--- src/rtl/ddrb_pkg.sv ---
package ddrb_pkg;
  typedef enum logic [1:0] {
    SLOT_IDLE = 2'b00,
    SLOT_WR   = 2'b01,
    SLOT_RD   = 2'b10
  } slot_kind_e;
endpackage

--- src/rtl/ddrb_rst_sync.sv ---
module ddrb_rst_sync #(
  parameter int STAGES = 2
) (
  input  logic clk,
  input  logic rst_n,
  output logic srst_n
);
  logic [STAGES-1:0] sync_q;

  always_ff @(posedge clk or negedge rst_n) begin
    if (!rst_n) sync_q <= '0;
    else        sync_q <= {sync_q[STAGES-2:0], 1'b1};
  end

  assign srst_n = sync_q[STAGES-1];
endmodule

--- src/rtl/ddrb_phase.sv ---
module ddrb_phase (
  input  logic clk,
  input  logic srst_n,
  output logic ph
);
  logic ph_q, ph_d;

  always_comb ph_d = ~ph_q;

  always_ff @(posedge clk or negedge srst_n) begin
    if (!srst_n) ph_q <= 1'b0;
    else         ph_q <= ph_d;
  end

  assign ph = ph_q;
endmodule

--- src/rtl/ddrb_ctrl.sv ---
module ddrb_ctrl
  import ddrb_pkg::*;
#(
  parameter int AW = 4
) (
  input  logic          clk,
  input  logic          srst_n,
  input  logic          ph,
  input  logic          ld_n,
  input  logic          rw_n,
  input  logic [AW-1:0] addr,
  output logic          mem_we,
  output logic [AW-1:0] mem_addr,
  output logic          out_ld
);
  // first-word stage, loaded in rising slots
  slot_kind_e    p_kind_q, p_kind_d;
  logic [AW-1:0] p_addr_q, p_addr_d;
  // second-word stage, loaded in rising slots, used in falling slots
  slot_kind_e    s_kind_q, s_kind_d;
  logic [AW-1:0] s_addr_q, s_addr_d;
  slot_kind_e    act_kind;

  always_comb begin
    p_kind_d = p_kind_q;
    p_addr_d = p_addr_q;
    s_kind_d = s_kind_q;
    s_addr_d = s_addr_q;
    if (!ph) begin
      if (ld_n)      p_kind_d = SLOT_IDLE;
      else if (rw_n) p_kind_d = SLOT_RD;
      else           p_kind_d = SLOT_WR;
      p_addr_d = addr;
      s_kind_d = p_kind_q;
      s_addr_d = p_addr_q ^ AW'(1);
    end
  end

  always_ff @(posedge clk or negedge srst_n) begin
    if (!srst_n) begin
      p_kind_q <= SLOT_IDLE;
      p_addr_q <= '0;
      s_kind_q <= SLOT_IDLE;
      s_addr_q <= '0;
    end else begin
      p_kind_q <= p_kind_d;
      p_addr_q <= p_addr_d;
      s_kind_q <= s_kind_d;
      s_addr_q <= s_addr_d;
    end
  end

  always_comb begin
    act_kind = ph ? s_kind_q : p_kind_q;
    mem_addr = ph ? s_addr_q : p_addr_q;
    mem_we   = (act_kind == SLOT_WR);
    out_ld   = (act_kind == SLOT_RD);
  end
endmodule

--- src/rtl/ddrb_array.sv ---
module ddrb_array #(
  parameter int AW = 4,
  parameter int DW = 8
) (
  input  logic          clk,
  input  logic          we,
  input  logic [AW-1:0] addr,
  input  logic [DW-1:0] wdata,
  output logic [DW-1:0] rdata
);
  localparam int DEPTH = 1 << AW;

  logic [DW-1:0] mem_q [DEPTH];

  always_ff @(posedge clk) begin
    if (we) mem_q[addr] <= wdata;
  end

  assign rdata = mem_q[addr];
endmodule

--- src/rtl/ddrb_engine.sv ---
module ddrb_engine #(
  parameter int AW = 4,
  parameter int DW = 8
) (
  input  logic          clk2x,
  input  logic          rst_n,
  input  logic          ld_n,
  input  logic          rw_n,
  input  logic [AW-1:0] addr,
  input  logic [DW-1:0] din,
  output logic [DW-1:0] dq_o,
  output logic          dq_oe,
  output logic          k_phase
);
  logic          srst_n;
  logic          ph;
  logic          mem_we;
  logic [AW-1:0] mem_addr;
  logic          out_ld;
  logic [DW-1:0] rdata;
  logic [DW-1:0] dq_d;
  logic          oe_d;

  ddrb_rst_sync #(.STAGES(2)) u_rst (
    .clk(clk2x), .rst_n(rst_n), .srst_n(srst_n)
  );

  ddrb_phase u_phase (
    .clk(clk2x), .srst_n(srst_n), .ph(ph)
  );

  ddrb_ctrl #(.AW(AW)) u_ctrl (
    .clk(clk2x), .srst_n(srst_n), .ph(ph),
    .ld_n(ld_n), .rw_n(rw_n), .addr(addr),
    .mem_we(mem_we), .mem_addr(mem_addr), .out_ld(out_ld)
  );

  ddrb_array #(.AW(AW), .DW(DW)) u_array (
    .clk(clk2x), .we(mem_we), .addr(mem_addr),
    .wdata(din), .rdata(rdata)
  );

  always_comb begin
    oe_d = out_ld;
    dq_d = out_ld ? rdata : dq_o;
  end

  always_ff @(posedge clk2x or negedge srst_n) begin
    if (!srst_n) begin
      dq_oe <= 1'b0;
      dq_o  <= '0;
    end else begin
      dq_oe <= oe_d;
      dq_o  <= dq_d;
    end
  end

  assign k_phase = ph;
endmodule

--- config.mk ---
export PLATFORM = sky130hd
export DESIGN_NAME = ddrb_engine
export DESIGN_NICKNAME = d
export VERILOG_FILES = /design/src/rtl/ddrb_pkg.sv /design/src/rtl/ddrb_rst_sync.sv /design/src/rtl/ddrb_phase.sv /design/src/rtl/ddrb_ctrl.sv /design/src/rtl/ddrb_array.sv /design/src/rtl/ddrb_engine.sv
export SDC_FILE = /design/constraint.sdc
export NUM_CORES = 1
export LEC_CHECK = 0
export BUFFER_PORTS_ARGS = -buffer_cell sky130_fd_sc_hd__buf_4
export CAP_MARGIN = 10
export CORE_MARGIN = 2
export CORE_UTILIZATION = 45
export CTS_BUF_LIST = sky130_fd_sc_hd__clkbuf_8
export DETAILED_ROUTE_END_ITERATION = 10
export PLACE_DENSITY_LB_ADDON = 0.15
export SYNTH_ARGS = -nofsm -noshare
export SYNTH_HDL_FRONTEND = slang
export SYNTH_SLANG_ARGS = --single-unit
--- constraint.sdc ---
create_clock -name clk2x -period 0.8 [get_ports clk2x]
set_input_delay 0.24 -clock clk2x [delete_from_list [all_inputs] [get_ports clk2x]]
set_output_delay 0.24 -clock clk2x [all_outputs]
set_load 0.01 [all_outputs]
### Yosys cells after proc, flatten, opt, wreduce, memory -nomap -nowiden

Memories as Yosys holds them, arrays and structs flattened. A register that Yosys moved wholly into a read port is not among the register bits.
Cells that the tools add are included.

* flip-flop bits (word level): 16
* latch bits: 0
* RAM bits: 128
* ROM bits: 0
* input bits: 16
* memories: 1

Memory list
* u_array.mem_q: words 16, bits a word 8, read ports 1, clocked after memory_dff 1, write ports 1, RTL line ddrb_array.sv:13 `logic [DW-1:0] mem_q [DEPTH];`

* add/subtract/negate cells: 0
* multiply operators: 0
* divide/modulo/power cells: 0
* $lt $le $gt $ge: 0
* equality and inequality tests: 2
* shift-type cells: 0
* muxes and demuxes: 6
* bitwise operators: 2
* reduce and logical (&&, ||, !) cells: 1

Operators with widths (count)
* 2-bit 2-to-1 mux: 3
* 4-bit 2-to-1 mux: 1
* 2-bit by 1-bit == test with 1-bit output, second input constant: 1
* 2-bit == test, second input constant: 1
* 1-bit 2-to-1 mux: 2
* 1-bit NOT: 2
* 1-bit zero test: 1

### Depth between registers and ports, before layout

* word-level depth: 4
* depth in mapped cells: 7
* gate-level depth less buffers: 5

### By module

From an unflattened synthesis, not the netlist that was laid out.

* cells, all modules: 282
* area total of the unflattened synthesis: 5846.9 µm²

Modules (own cells, without submodules)
* ddrb_array: instances 1, cells each 222, area an instance 4907.2 µm²
* ddrb_ctrl: instances 1, cells each 37, area an instance 500.5 µm²
* ddrb_engine: instances 1, cells each 18, area an instance 356.6 µm²
* ddrb_rst_sync: instances 1, cells each 3, area an instance 53.8 µm²
* ddrb_phase: instances 1, cells each 2, area an instance 28.8 µm²

### Worst setup path after synthesis

Ideal clock, no wire load.

* path type: register -> register
* start: register u_phase.ph_q (netlist: u_phase.ph)
* end: memory u_array.mem_q[3][0] (enable)
* library setup time: 370 ps
* arrival time: 1711 ps
* path slack: -1281 ps
* cell stages (with the launch flop): 7
* path buffers: 3
* period minus slack after synthesis: 2081 ps
* cell sequence: dfrtp_1 -> buf_4 -> buf_2 -> buf_1 -> o21ai_0 -> nand2_1 -> nor2_1

* longest elaborated chain between the ends: 4
* elaborated cells between the ends (all ways): 5

RTL lines
* from (decl): RTL line ddrb_phase.sv:6 `logic ph_q, ph_d;`
* from (signal assigned): RTL line ddrb_phase.sv:12 `else ph_q <= ph_d;`
* 2-bit 2-to-1 mux: RTL line ddrb_ctrl.sv:54 `act_kind = ph ? s_kind_q : p_kind_q;`
* 2-bit by 1-bit == test with 1-bit output: RTL line ddrb_ctrl.sv:56 `mem_we = (act_kind == SLOT_WR);`
* 1-bit 2-to-1 mux: RTL line ddrb_array.sv:16 `if (we) mem_q[addr] <= wdata;`
* 1-bit 2-to-1 mux (not written as such): RTL line ddrb_array.sv:16
* to (decl): RTL line ddrb_array.sv:13

Parallel ways exist; a longest one is shown, timed or not.

### Worst setup path in the final report

* start: register u_phase.ph_q (netlist: u_phase.ph)
* end: register dq_o[6] (read register of u_array.mem_q)

* longest elaborated chain between the ends: 2
* elaborated cells between the ends (all ways): 3

RTL lines
* 2-bit 2-to-1 mux: RTL line ddrb_ctrl.sv:54
* 2-bit == test: RTL line ddrb_ctrl.sv:57 `out_ld = (act_kind == SLOT_RD);`
* to (decl): RTL line ddrb_engine.sv:11 `output logic [DW-1:0] dq_o,`

Parallel ways exist; a longest one is shown, timed or not.
A chain may end at the register's enable or synchronous reset.

==> results.toml <==
[global_routing]
grt-ovfl-total = 0
grt_first_pass_wirelength_um = 24300
track_usage_pct = 23.4
antenna_found_initial = 0
grt_pass1_vias = 4122
grt_max_degree = 23

[detailed_routing]
vias = 3930
drtIter0Drc = 263
post_drt_wl_per_cell_um = 23.8
ant_nets = 0
routed_wl_um = 16300
drcViolationCount = 0
dr.pass1.iters = 5
viasPerCell = 5.73

[sta]
hold_viol = 0
fin_ws_ps = -1170
setup_viol = 160
rsz0062_at_grt = "true"
final_max_slew_viol_count = 0
period_needed_ps = 1970
min_period_over_period_pct = 246
clock_skew_ps = 12.3
fmax_ghz = 0.507

[power_and_ir_drop]
p_per_area_nw_per_um2 = 1870
vdd_ir_drop_max_mv = 1.53
leakage_nw = 3.09

[logic_synthesis]
mappedNetlistArea_um2 = 6070
synth-xor-area-share_pct = 0
synth_top_family_by_area = "compound AO/OA/AOI/OAI gates"
ys_async_sr_fraction_pct = 15.8
synth.top_cell.area_share_pct = 63.3
ys.flop_type = "edfxtp_1"
yosys_warnings = 0
ys_seq_area_share_pct = 73.2
synth_adder_area_share_pct = 0
synth_edf_count = 128
synthMuxAreaShare_pct = 1.30
synth_nets = 400
synth.distinct_cells = 38
avgSynthCellArea_um2 = 15.8
synth_simple_gate_area_share_pct = 4.39
synth-compound-area-share_pct = 18.6
synth_common_cells = "edfxtp_1 (128), a21boi_0 (40), a22oi_1 (32), nor2_1 (28), dfrtp_1 (24)"
syn_inst = 384
synthTopCellsByArea = "edfxtp_1 (63%), dfrtp_1 (9.9%), a21boi_0 (4.9%), a22oi_1 (4.0%), a2111oi_0 (2.2%)"
synth_top_cell_by_area = "edfxtp_1"
ys_ff_latch = 152
yosysMostFrequentCell = "edfxtp_1"

[finish]
stdcell_count = 686
area_delta_synth_final_pct = 44.4
nFillCells = 899
multiInputGateArea_um2 = 2130
seq_area_um2 = 4440
nNetsFinal = 513
n_antenna_cell = 0
drive_above_1_share_pct = 47.6

[setup_path]
cpPeakStageDelay_ps = 430
end_kind = "flip-flop"
cp_slowest_cell = "dfrtp_1"
critPathLaunchType = "flip-flop"
critPathMaxFanout = 8
critPathKind = "reg2reg"
crit_path_cell_trace = "buf_6 -> or3_4 -> buf_12 -> a21boi_4 -> a2111oi_4 -> o22a_1 -> a41oi_2"
required_ps = 1170
worstPathArrival_ps = 2340

[placed_design]
port_buffers = 25
hpwl_um = 9260
dp.cells = 623
dp_slack_ps = -1360
gp_congestion = 0.836

[hold_path]
worst_hold_path_type = "in2reg"

[floorplan]
core_area_um2 = 13200
start_util_pct = 46.0
row_count = 42
die_area_um2 = 14400
die-width_um = 120
die_h_um = 120
io_pins = 26

[cts]
clk_pin_slew_worst_paths_ps = 90
cts.sinks = 152
cts_root_buf = "clkbuf_8"
clock_latency_ps = 450
cts.htree.levels = 4
numCtsBuffers = 17
cts_tree = "built"
clk_path_buf_depth = 2

[outcome]
violations = "negative setup slack"
outcome = "complete, but fails checks"

[job]
drv_cap = 0
## cell type report
cell class / instances / area share, %
flip-flops and latches: 152 / 50.7
multi-input cells: 204 / 24.2
repair buffers: 118 / 17.8
clock buffers: 17 / 2.67
well taps: 176 / 2.51
clock inverters: 15 / 1.80
inverters: 4 / 0.257
## per-stage QoR
step	cell area, um^2	TNS, ps	hold WS [ps]	utilization [%]	total power [mW]
2_1_floorplan	6350	-131190	-55.6	-	9.63
3_3_place_gp	7400	-141160	22.8	56.1	10.3
3_5_place_dp	7400	-145800	23.8	56.1	10.3
4_1_cts	8420	-142600	7.80	63.8	16.3
5_1_grt	8770	-172240	7.61	66.5	17.0
6_report	8770	-162810	27.2	66.5	16.4
## per-layer routing
metal | vias up | wire length [um] | part of all wire, % | GRT usage, %
met3 | 23 | 899 | 5.5 | 5.47
met5 | - | 0 | 0 | 0
met1 | 2020 | 6710 | 41 | 30.6
met4 | 0 | 277 | 1.7 | 8.01
li1 | 1759 | - | - | -
met2 | 128 | 8410 | 52 | 38.6
## repair_timing
item                                    in CTS  in global routing
pin swaps                                   16                 20
buffers inserted                            15                  8
hold endpoints to repair                     4                  0
endpoints found under the setup margin     160                160
hold buffers                                 3                  0
cloned                                       5                  2
gates resized for setup                     96                 53
## sequential cells by signal, indices dropped and copies added, names as in the netlist
register,cells
dq_o,8
dq_oe,1
u_array.mem_q,128
u_ctrl.p_addr_q,4
u_ctrl.p_kind_q,2
u_ctrl.s_addr_q,4
u_ctrl.s_kind_q,2
u_phase.ph,1
u_rst.sync_q,2
## report_power, final
group | switching, mW | internal [mW] | total [mW] | leakage, nW
clock | 3.17 | 2.59 | 5.76 | 0.200
combinational | 0.827 | 0.900 | 1.73 | 1.45
sequential | 0.145 | 8.73 | 8.88 | 1.44
total | 4.14 | 12.2 | 16.4 | 3.09
## critical path, delay by kind of cell (launching register included)
| kind | cells | cell delay, ps |
|---|---|---|
| AOI/OAI and AO/OA | 4 | 710 |
| and+or+nand+nor | 1 | 420 |
| DFF | 1 | 430 |
| buffers and inverters | 2 | 320 |
## logic make-up (layout without fill, tap and decap cells)
| kind of cell | count (synthesis) | in the layout |
|---|---|---|
| mux | 7 | 7 |
| buf+inv | 28 | 154 |
| simple gates | 57 | 57 |
| compound gates | 139 | 139 |
| flops | 152 | 152 |
| other cells | 1 | 1 |
## cell usage in the layout, fill, tap and decap left out, types with 16 or more instances in the layout
cell	n
a22oi_1	31
a21boi_0	17
edfxtp_1	128
buf_4	46
buf_12	34
nor2_4	19
clkbuf_8	17
dfrtp_1	24
buf_6	27
a21o_1	16
## path summary, 6_finish.rpt
kind / cells past startpoint / start / slack [ps] / end
worst max-delay path: 7 / u_phase.ph$_DFF_PN0_ / -1170 / dq_o[6]$_DFFE_PN0P_
worst min-delay path: 2 / addr[0] / 30 / u_ctrl.p_addr_q[0]$_DFFE_PN0N_
worst max register to register: 7 / u_phase.ph$_DFF_PN0_ / -1170 / dq_o[6]$_DFFE_PN0P_
worst min register to register: 1 / u_rst.sync_q[1]$_DFF_PN0_ / 220 / dq_o[6]$_DFFE_PN0P_
max in group asynchronous: 1 / u_rst.sync_q[1]$_DFF_PN0_ / 420 / u_ctrl.p_kind_q[1]$_DFFE_PN0N_
min in group asynchronous: 2 / rst_n / 140 / u_rst.sync_q[1]$_DFF_PN0_
Power figures use the tool's default switching activity.
